--- src/rtl/mqsh_pkg.sv ---
package mqsh_pkg;
  typedef enum logic [3:0] {
    OP_SL_PLAIN  = 4'd0,
    OP_SL_MERGE  = 4'd1,
    OP_SL_QUEUE  = 4'd2,
    OP_SL_LONG   = 4'd3,
    OP_SR_PLAIN  = 4'd4,
    OP_SR_MERGE  = 4'd5,
    OP_SR_QUEUE  = 4'd6,
    OP_SR_LONG   = 4'd7,
    OP_SRA_PLAIN = 4'd8,
    OP_SRA_QUEUE = 4'd9
  } mqsh_op_e;
endpackage

--- src/rtl/mqsh_shifter.sv ---
module mqsh_shifter #(
  parameter int W  = 32,
  parameter int CW = $clog2(W)
) (
  input  logic [W-1:0]  src,
  input  logic [CW-1:0] n,
  output logic [W-1:0]  shl,
  output logic [W-1:0]  shr,
  output logic [W-1:0]  sra,
  output logic [W-1:0]  rotl,
  output logic [W-1:0]  rotr,
  output logic [W-1:0]  mask_l,
  output logic [W-1:0]  mask_r
);
  logic [2*W-1:0] dbl_l, dbl_r;

  always_comb begin
    dbl_l  = {src, src} << n;
    dbl_r  = {src, src} >> n;
    rotl   = dbl_l[2*W-1:W];
    rotr   = dbl_r[W-1:0];
    shl    = src << n;
    shr    = src >> n;
    sra    = $signed(src) >>> n;
    mask_l = {W{1'b1}} << n;
    mask_r = {W{1'b1}} >> n;
  end
endmodule

--- src/rtl/mqsh_select.sv ---
module mqsh_select
  import mqsh_pkg::*;
#(
  parameter int W = 32
) (
  input  logic [3:0]   op,
  input  logic         ext,
  input  logic [W-1:0] src,
  input  logic [W-1:0] mq_old,
  input  logic [W-1:0] shl,
  input  logic [W-1:0] shr,
  input  logic [W-1:0] sra,
  input  logic [W-1:0] rotl,
  input  logic [W-1:0] rotr,
  input  logic [W-1:0] mask_l,
  input  logic [W-1:0] mask_r,
  output logic [W-1:0] res,
  output logic [W-1:0] mq_nxt,
  output logic         mq_we,
  output logic         carry
);
  mqsh_op_e opc;
  logic     lost_ones;

  always_comb begin
    opc       = mqsh_op_e'(op);
    lost_ones = ext ? (|src) : (|(src & ~mask_l));
    res       = '0;
    mq_nxt    = mq_old;
    mq_we     = 1'b0;
    carry     = 1'b0;
    case (opc)
      OP_SL_PLAIN: begin
        res = shl; mq_nxt = rotl; mq_we = 1'b1;
      end
      OP_SL_QUEUE: begin
        res = ext ? '0 : shl; mq_nxt = rotl; mq_we = 1'b1;
      end
      OP_SL_MERGE: begin
        res = (rotl & mask_l) | (mq_old & ~mask_l); mq_nxt = rotl; mq_we = 1'b1;
      end
      OP_SL_LONG: begin
        res = ext ? (mq_old & mask_l) : (shl | (mq_old & ~mask_l));
      end
      OP_SR_PLAIN: begin
        res = shr; mq_nxt = rotr; mq_we = 1'b1;
      end
      OP_SR_QUEUE: begin
        res = ext ? '0 : shr; mq_nxt = rotr; mq_we = 1'b1;
      end
      OP_SR_MERGE: begin
        res = (rotr & mask_r) | (mq_old & ~mask_r); mq_nxt = rotr; mq_we = 1'b1;
      end
      OP_SR_LONG: begin
        res = ext ? (mq_old & mask_r) : (shr | (mq_old & ~mask_r));
      end
      OP_SRA_PLAIN: begin
        res = sra; mq_nxt = rotr; mq_we = 1'b1;
      end
      OP_SRA_QUEUE: begin
        res    = ext ? {W{src[W-1]}} : sra;
        mq_nxt = rotr;
        mq_we  = 1'b1;
        carry  = src[W-1] & lost_ones;
      end
      default: begin
        res = '0;
      end
    endcase
  end
endmodule

--- src/rtl/mqsh_cond.sv ---
module mqsh_cond #(
  parameter int W = 32
) (
  input  logic [W-1:0] res,
  input  logic         rec,
  input  logic         so_in,
  output logic [3:0]   cr
);
  logic neg, zero;

  always_comb begin
    neg  = res[W-1];
    zero = (res == '0);
    cr   = rec ? {neg, ~neg & ~zero, zero, so_in} : 4'b0000;
  end
endmodule

--- src/rtl/mqsh_unit.sv ---
module mqsh_unit
  import mqsh_pkg::*;
#(
  parameter int W  = 32,
  parameter int CW = $clog2(W)
) (
  input  logic          clk,
  input  logic          rst,
  input  logic          valid,
  input  logic [3:0]    op,
  input  logic [CW:0]   count,
  input  logic          imm_sel,
  input  logic [W-1:0]  src,
  input  logic          rec,
  input  logic          so_in,
  output logic [W-1:0]  result,
  output logic          carry,
  output logic [3:0]    cr,
  output logic [W-1:0]  mq
);
  logic [CW-1:0] n;
  logic          ext;
  logic [W-1:0]  shl, shr, sra, rotl, rotr, mask_l, mask_r;
  logic [W-1:0]  mq_q, mq_nxt;
  logic          mq_we;

  assign n   = count[CW-1:0];
  assign ext = count[CW] & ~imm_sel;

  mqsh_shifter #(.W(W), .CW(CW)) u_shift (
    .src(src), .n(n), .shl(shl), .shr(shr), .sra(sra),
    .rotl(rotl), .rotr(rotr), .mask_l(mask_l), .mask_r(mask_r)
  );

  mqsh_select #(.W(W)) u_sel (
    .op(op), .ext(ext), .src(src), .mq_old(mq_q),
    .shl(shl), .shr(shr), .sra(sra), .rotl(rotl), .rotr(rotr),
    .mask_l(mask_l), .mask_r(mask_r),
    .res(result), .mq_nxt(mq_nxt), .mq_we(mq_we), .carry(carry)
  );

  mqsh_cond #(.W(W)) u_cond (
    .res(result), .rec(rec), .so_in(so_in), .cr(cr)
  );

  always_ff @(posedge clk) begin
    if (rst)                mq_q <= '0;
    else if (valid && mq_we) mq_q <= mq_nxt;
  end

  assign mq = mq_q;


  mq_hold_chk: assert property (@(posedge clk) disable iff (rst)
    !valid |=> $stable(mq));


  mq_long_keep_chk: assert property (@(posedge clk) disable iff (rst)
    (valid && (op == 4'd3 || op == 4'd7)) |=> $stable(mq));


  carry_scope_chk: assert property (@(posedge clk) disable iff (rst)
    carry |-> (op == 4'd9));


  cr_onehot_chk: assert property (@(posedge clk) disable iff (rst)
    rec |-> ($countones(cr[3:1]) == 1 && cr[0] == so_in));


  cr_idle_chk: assert property (@(posedge clk) disable iff (rst)
    !rec |-> (cr == 4'b0000));


  queued_left_zero_chk: assert property (@(posedge clk) disable iff (rst)
    (op == 4'd2 && count[CW] && !imm_sel) |-> (result == '0));


  zero_count_chk: assert property (@(posedge clk) disable iff (rst)
    (op == 4'd0 && count[CW-1:0] == '0) |-> (result == src));
endmodule

--- config.mk ---
export PLATFORM = sky130hd
export DESIGN_NAME = mqsh_unit
export DESIGN_NICKNAME = d
export VERILOG_FILES = /design/src/rtl/mqsh_pkg.sv /design/src/rtl/mqsh_shifter.sv /design/src/rtl/mqsh_select.sv /design/src/rtl/mqsh_cond.sv /design/src/rtl/mqsh_unit.sv
export SDC_FILE = /design/constraint.sdc
export NUM_CORES = 1
export LEC_CHECK = 0
export ABC_CLOCK_PERIOD_IN_PS = 4900
export BUFFER_PORTS_ARGS = -buffer_cell sky130_fd_sc_hd__buf_2
export CORE_ASPECT_RATIO = 1.4
export CORE_UTILIZATION = 30
export CTS_BUF_LIST = sky130_fd_sc_hd__clkbuf_16
export CTS_CLUSTER_DIAMETER = 60
export DETAILED_ROUTE_END_ITERATION = 10
export GPL_TIMING_DRIVEN = 0
export PLACE_DENSITY = 0.53
export SYNTH_ARGS = -nofsm -noshare
export SYNTH_HDL_FRONTEND = slang
export SYNTH_SLANG_ARGS = --single-unit
--- constraint.sdc ---
create_clock -name clk -period 4.9 [get_ports clk]
set_input_delay 0.49 -clock clk [delete_from_list [all_inputs] [get_ports clk]]
set_output_delay 0.49 -clock clk [all_outputs]
set_load 0.005 [all_outputs]
==> results of run 1 <==
-- cells by family after synthesis --
logic type / count (synthesis) / share of synthesized area [%]
compound gates: 563 / 33.15
flops: 32 / 5.370
xor+xnor: 13 / 0.9545
mux: 235 / 28.29
simple gates: 557 / 22.89
buf+inv: 226 / 9.346
-- Yosys cell counts (35+ instances only) --
cell / number
buf_2: 35
mux4_2: 69
o21ai_0: 95
nand3_1: 53
o211ai_1: 50
nand2_1: 165
mux2i_1: 111
a21oi_1: 103
nor3_1: 44
nor2_1: 139
o22ai_1: 42
mux2_2: 48
clkbuf_1: 113
-- layer usage --
layer  track usage (%)  GRT overflow
met2             81.60            28
met5             4.348             0
met1             65.64             0
met3             36.69             1
met4             63.25            26
-- stage by stage --
stage | setup WS [ps] | cells | hold slack [ps] | util (%)
detailed placement | -1851 | 2266 | 560.0 | 33.59
floorplan | 878.0 | 1626 | 461.3 | -
CTS | -8.608 | 2289 | 448.9 | 35.85
global placement | -1931 | 2262 | 557.9 | 33.43
-- repair_timing --
| item | CTS |
|---|---|
| pin swaps | 16 |
| setup endpoints to repair | 52 |
| gates resized for setup | 187 |
| endpoints found under the hold margin | 0 |
| buffers inserted | 18 |
| gates cloned | 0 |
==> impl_metrics.tcl, run 1 <==
set metrics [dict create \
    first_global_vias 18410 \
    grt_max_degree 20 \
    grt_pass1_wl_mm 170.6 \
    synthArstFlopShare_pct 0 \
    holdBufCountCts 0 \
    die_x_um 170.5 \
    status "aborted with a tool error" \
    synth_area_mm2 0.01193 \
    synthCells 1626 \
    error_line "[ERROR GRT-0116] Global routing finished with congestion. Check the congestion regions in the DRC Viewer." \
    cts_buffers 5 \
    dpl.hpwl_mm 91.66 \
    yosysWarnings 0 \
    clock_path_buffers 2 \
    synth_cell_types 94 \
    initial_core_util_pct 30.37 \
    root_buffer "clkbuf_16" \
    synth_enable_flop_cells 0 \
    stop_stage "5_1_grt" \
    synth_ff_type "dfxtp_1" \
    synth_fp_nets 1674 \
    postSynthRegisterBits 32 \
    dpl_cell_area_mm2 0.01319 \
    portBuffers 108 \
    yosysSeqAreaShare_pct 5.370 \
    gp_congestion 1.190 \
    yosysTopAreaCell "mux4_2" \
    synth.top_cell.area_share_pct 13.03 \
    syn_area_per_cell_um2 7.336 \
    die_y_um 237.9 \
    gr-usage-all-layers_pct 61.98 \
    synth.area.top_cells "mux4_2 (13%), mux2i_1 (9.3%), dfxtp_1 (5.4%)" \
    pin_count 117 \
    grt-ovfl-total 55 \
    cts_sinks 32 \
    cts_htree_levels 2 \
    fp-row-count 86 \
]
==> run 2, diff against run 1 <==
CORE_ASPECT_RATIO = not set   (was 1.4)
CORE_UTILIZATION = 20   (was 30)
CTS_BUF_LIST = not set   (was sky130_fd_sc_hd__clkbuf_16)
CTS_CLUSTER_DIAMETER = not set   (was 60)
PLACE_DENSITY = not set   (was 0.53)
PLACE_DENSITY_LB_ADDON = 0.15   (was not set)
==> run 2 against run 1 <==
  * The flow now finishes, with violations (capacitance limit, slew limit, setup timing)
  * Synthesized cell count did not move
  * Synthesized area unchanged
==> impl_metrics.tcl, run 2 <==
set metrics [dict create \
    dpl_cell_area_mm2 0.01353 \
    endpoint_kind "output pin" \
    power_mw 2.947 \
    violations "capacitance limit, slew limit, setup timing" \
    slew_viol_final 4 \
    clock_path_buffers 2 \
    syn_area_per_cell_um2 7.336 \
    crit_fanout 10 \
    crit_required_ps 4410 \
    worst_slack_ps -70.75 \
    drtPass1Iterations 6 \
    powerDensity_mw_per_mm2 198.2 \
    tightestPinTransition_ps 1584 \
    synth_common_cells "nand2_1 (165), nor2_1 (139), clkbuf_1 (113)" \
    root_buffer "clkbuf_16" \
    ff2ff_path_depth 2 \
    slew_headroom_pct -5.605 \
    dp_cells 2513 \
    r2r_end "mq[3]" \
    pin_count 117 \
    rr_startpoint "mq[3]" \
    area.growth.synth_to_final_pct 24.61 \
    period_minus_slack_ps 4971 \
    core_mm2 0.05902 \
    synth_fp_nets 1674 \
    fmax_ghz 0.2012 \
    final_cells 2556 \
    dpl.hpwl_mm 99.96 \
    synthCells 1626 \
    status "finished with violations" \
    design_area_mm2 0.01486 \
    holdWs_ps 437.7 \
    layout.nets 1826 \
    setup_viol 3 \
    final_hold_viol_count 0 \
    fin_skew_ps 0 \
    largest_reg_flops 32 \
    die_y_um 246.2 \
    crit_end "cr[1]" \
    viasPerCell 6.871 \
    min_path_type "input port to flip-flop" \
    max_cap_violations 1 \
    fp-row-count 89 \
    reg2reg_setup_slack_ps 3600 \
    synth_ff_type "dfxtp_1" \
    gr-usage-all-layers_pct 39.91 \
    synth_area_mm2 0.01193 \
    final_cell_mix "nand2_1 (162), nor2_1 (134), buf_2 (132), a21oi_1 (97), o21ai_0 (88)" \
    drc 0 \
    synth_enable_flop_cells 0 \
    drt_wl_total_mm 124.2 \
    worstSetupPathType "input port to output pin" \
    die_area_mm2 0.06062 \
    p_leak_nw 5.376 \
    cts_buffers 5 \
    drt_iter0_markers 2927 \
    wl_per_cell_um 48.58 \
    vias 17562 \
    cp-startpoint "count[1]" \
    yosysTopAreaCell "mux4_2" \
    layout_commonest_cell "nand2_1" \
    yosysMostFrequentCell "nand2_1" \
    drive_gt1_share_pct 29.17 \
    grt_antenna_before_repair 9 \
    first_global_vias 16260 \
    postSynthRegisterBits 32 \
    n_fill_cell 6709 \
    clkLatencyLatePin_ps 280 \
    irDropWorstVdd_mv 0.1734 \
    cp-start-kind "input port" \
    die_x_um 246.2 \
    grt-ovfl-total 0 \
    grt_max_degree 11 \
    rsz0062_at_grt "yes" \
    synthArstFlopShare_pct 0 \
    cts_sinks 32 \
    cts_tree "built" \
    yosysWarnings 0 \
    gp_congestion 1.035 \
    grt_pass1_wl_mm 161.6 \
    synth_cell_types 94 \
    synth.top_cell.area_share_pct 13.03 \
    portBuffers 108 \
    arrival_ps 4480 \
    cts_htree_levels 2 \
    tns_ps -168.9 \
    initial_core_util_pct 20.21 \
    antenna_left 0 \
    fin_crit_sh_pct 101.4 \
    cts.clk_slew.worst_paths_ps 60 \
    synth.area.top_cells "mux4_2 (13%), mux2i_1 (9.3%), dfxtp_1 (5.4%)" \
    yosysSeqAreaShare_pct 5.370 \
]
run 2: cell counts after synthesis:
No cell type changed its count.
run 2: how the worst min path moves through the flow:
| stage | slack (ps) | cells after the start | start | end |
|---|---|---|---|---|
| 2_1_floorplan | 460 | 2 | mq[31] | mq[31] |
| 3_3_place_gp | 500 | 2 | mq[31] | mq[31] |
| 3_5_place_dp | 500 | 2 | mq[31] | mq[31] |
| 4_1_cts | 440 | 2 | rst | mq[16] |
| 5_1_grt | 480 | 2 | rst | mq[16] |
| 6_report | 440 | 2 | rst | mq[16] |
run 2: what timing repair did:
action | in CTS | in global routing
endpoints found under the hold margin | 0 | 0
setup endpoints to repair | 38 | 3
pin swaps | 19 | 11
hold buffers | 0 | 0
gates resized for setup | 208 | 58
setup buffers | 28 | 9
run 2: logic make-up (layout without fill, tap and decap cells):
kind of cell,after synthesis,in the layout,share of synthesized area (%)
XOR/XNOR,13,13,0.9545
other,0,4,0
flip-flops,32,32,5.370
AO/OA/AOI/OAI,563,563,33.15
multiplexers,235,235,28.29
buffers and inverters,226,379,9.346
AND/OR/NAND/NOR,557,557,22.89
run 2: critical path, stage by stage:
cell and delay, ps:
buf_6 120, buf_6 160, buf_6 170, nor2_1 130, buf_2 370, a22oi_1 250, and2_1 420, mux2i_4 480
o2111ai_1 170, or3b_2 540, or4_4 580, nor4_2 300, and3_1 180, buf_2 100
run 2: final cells by class:
class / count / area, µm² / area share (%)
Clock buffer: 6 / 128.9 / 0.8670
Buffer: 197 / 1252 / 8.426
Inverter: 23 / 91.34 / 0.6145
Tap cell: 773 / 967.2 / 6.507
Sequential cell: 32 / 640.6 / 4.310
Clock inverter: 2 / 35.03 / 0.2357
Multi-Input combinational cell: 1368 / 10850 / 73.01
Antenna cell: 4 / 10.01 / 0.06734
Timing Repair Buffer: 151 / 887.1 / 5.968
run 2: stage by stage:
stage | worst slack, ps | utilization [%]
floorplan | 878.0 | -
global placement | -2107 | 22.77
detailed placement | -1615 | 22.92
CTS | 2.240 | 24.74
global route | -56.93 | 25.17
finish | -70.75 | 25.19
run 2: per-layer routing:
layer  global-route usage (%)  part of all wire, %  vias to the layer above
li1                         -                    -                     6718
met1                    50.69                   40                     8955
met2                    58.04                   41                     1499
met3                    10.89                   11                      384
met4                    27.77                  8.8                        6
met5                        0                0.031                        -
run 2: report_power, final:
part | internal (mW) | switching (mW)
Sequential | 0.283 | 0.0734
Clock | 0.239 | 0.113
Combinational | 0.674 | 1.56
Total | 1.20 | 1.75
Power figures use the tool's default switching activity.
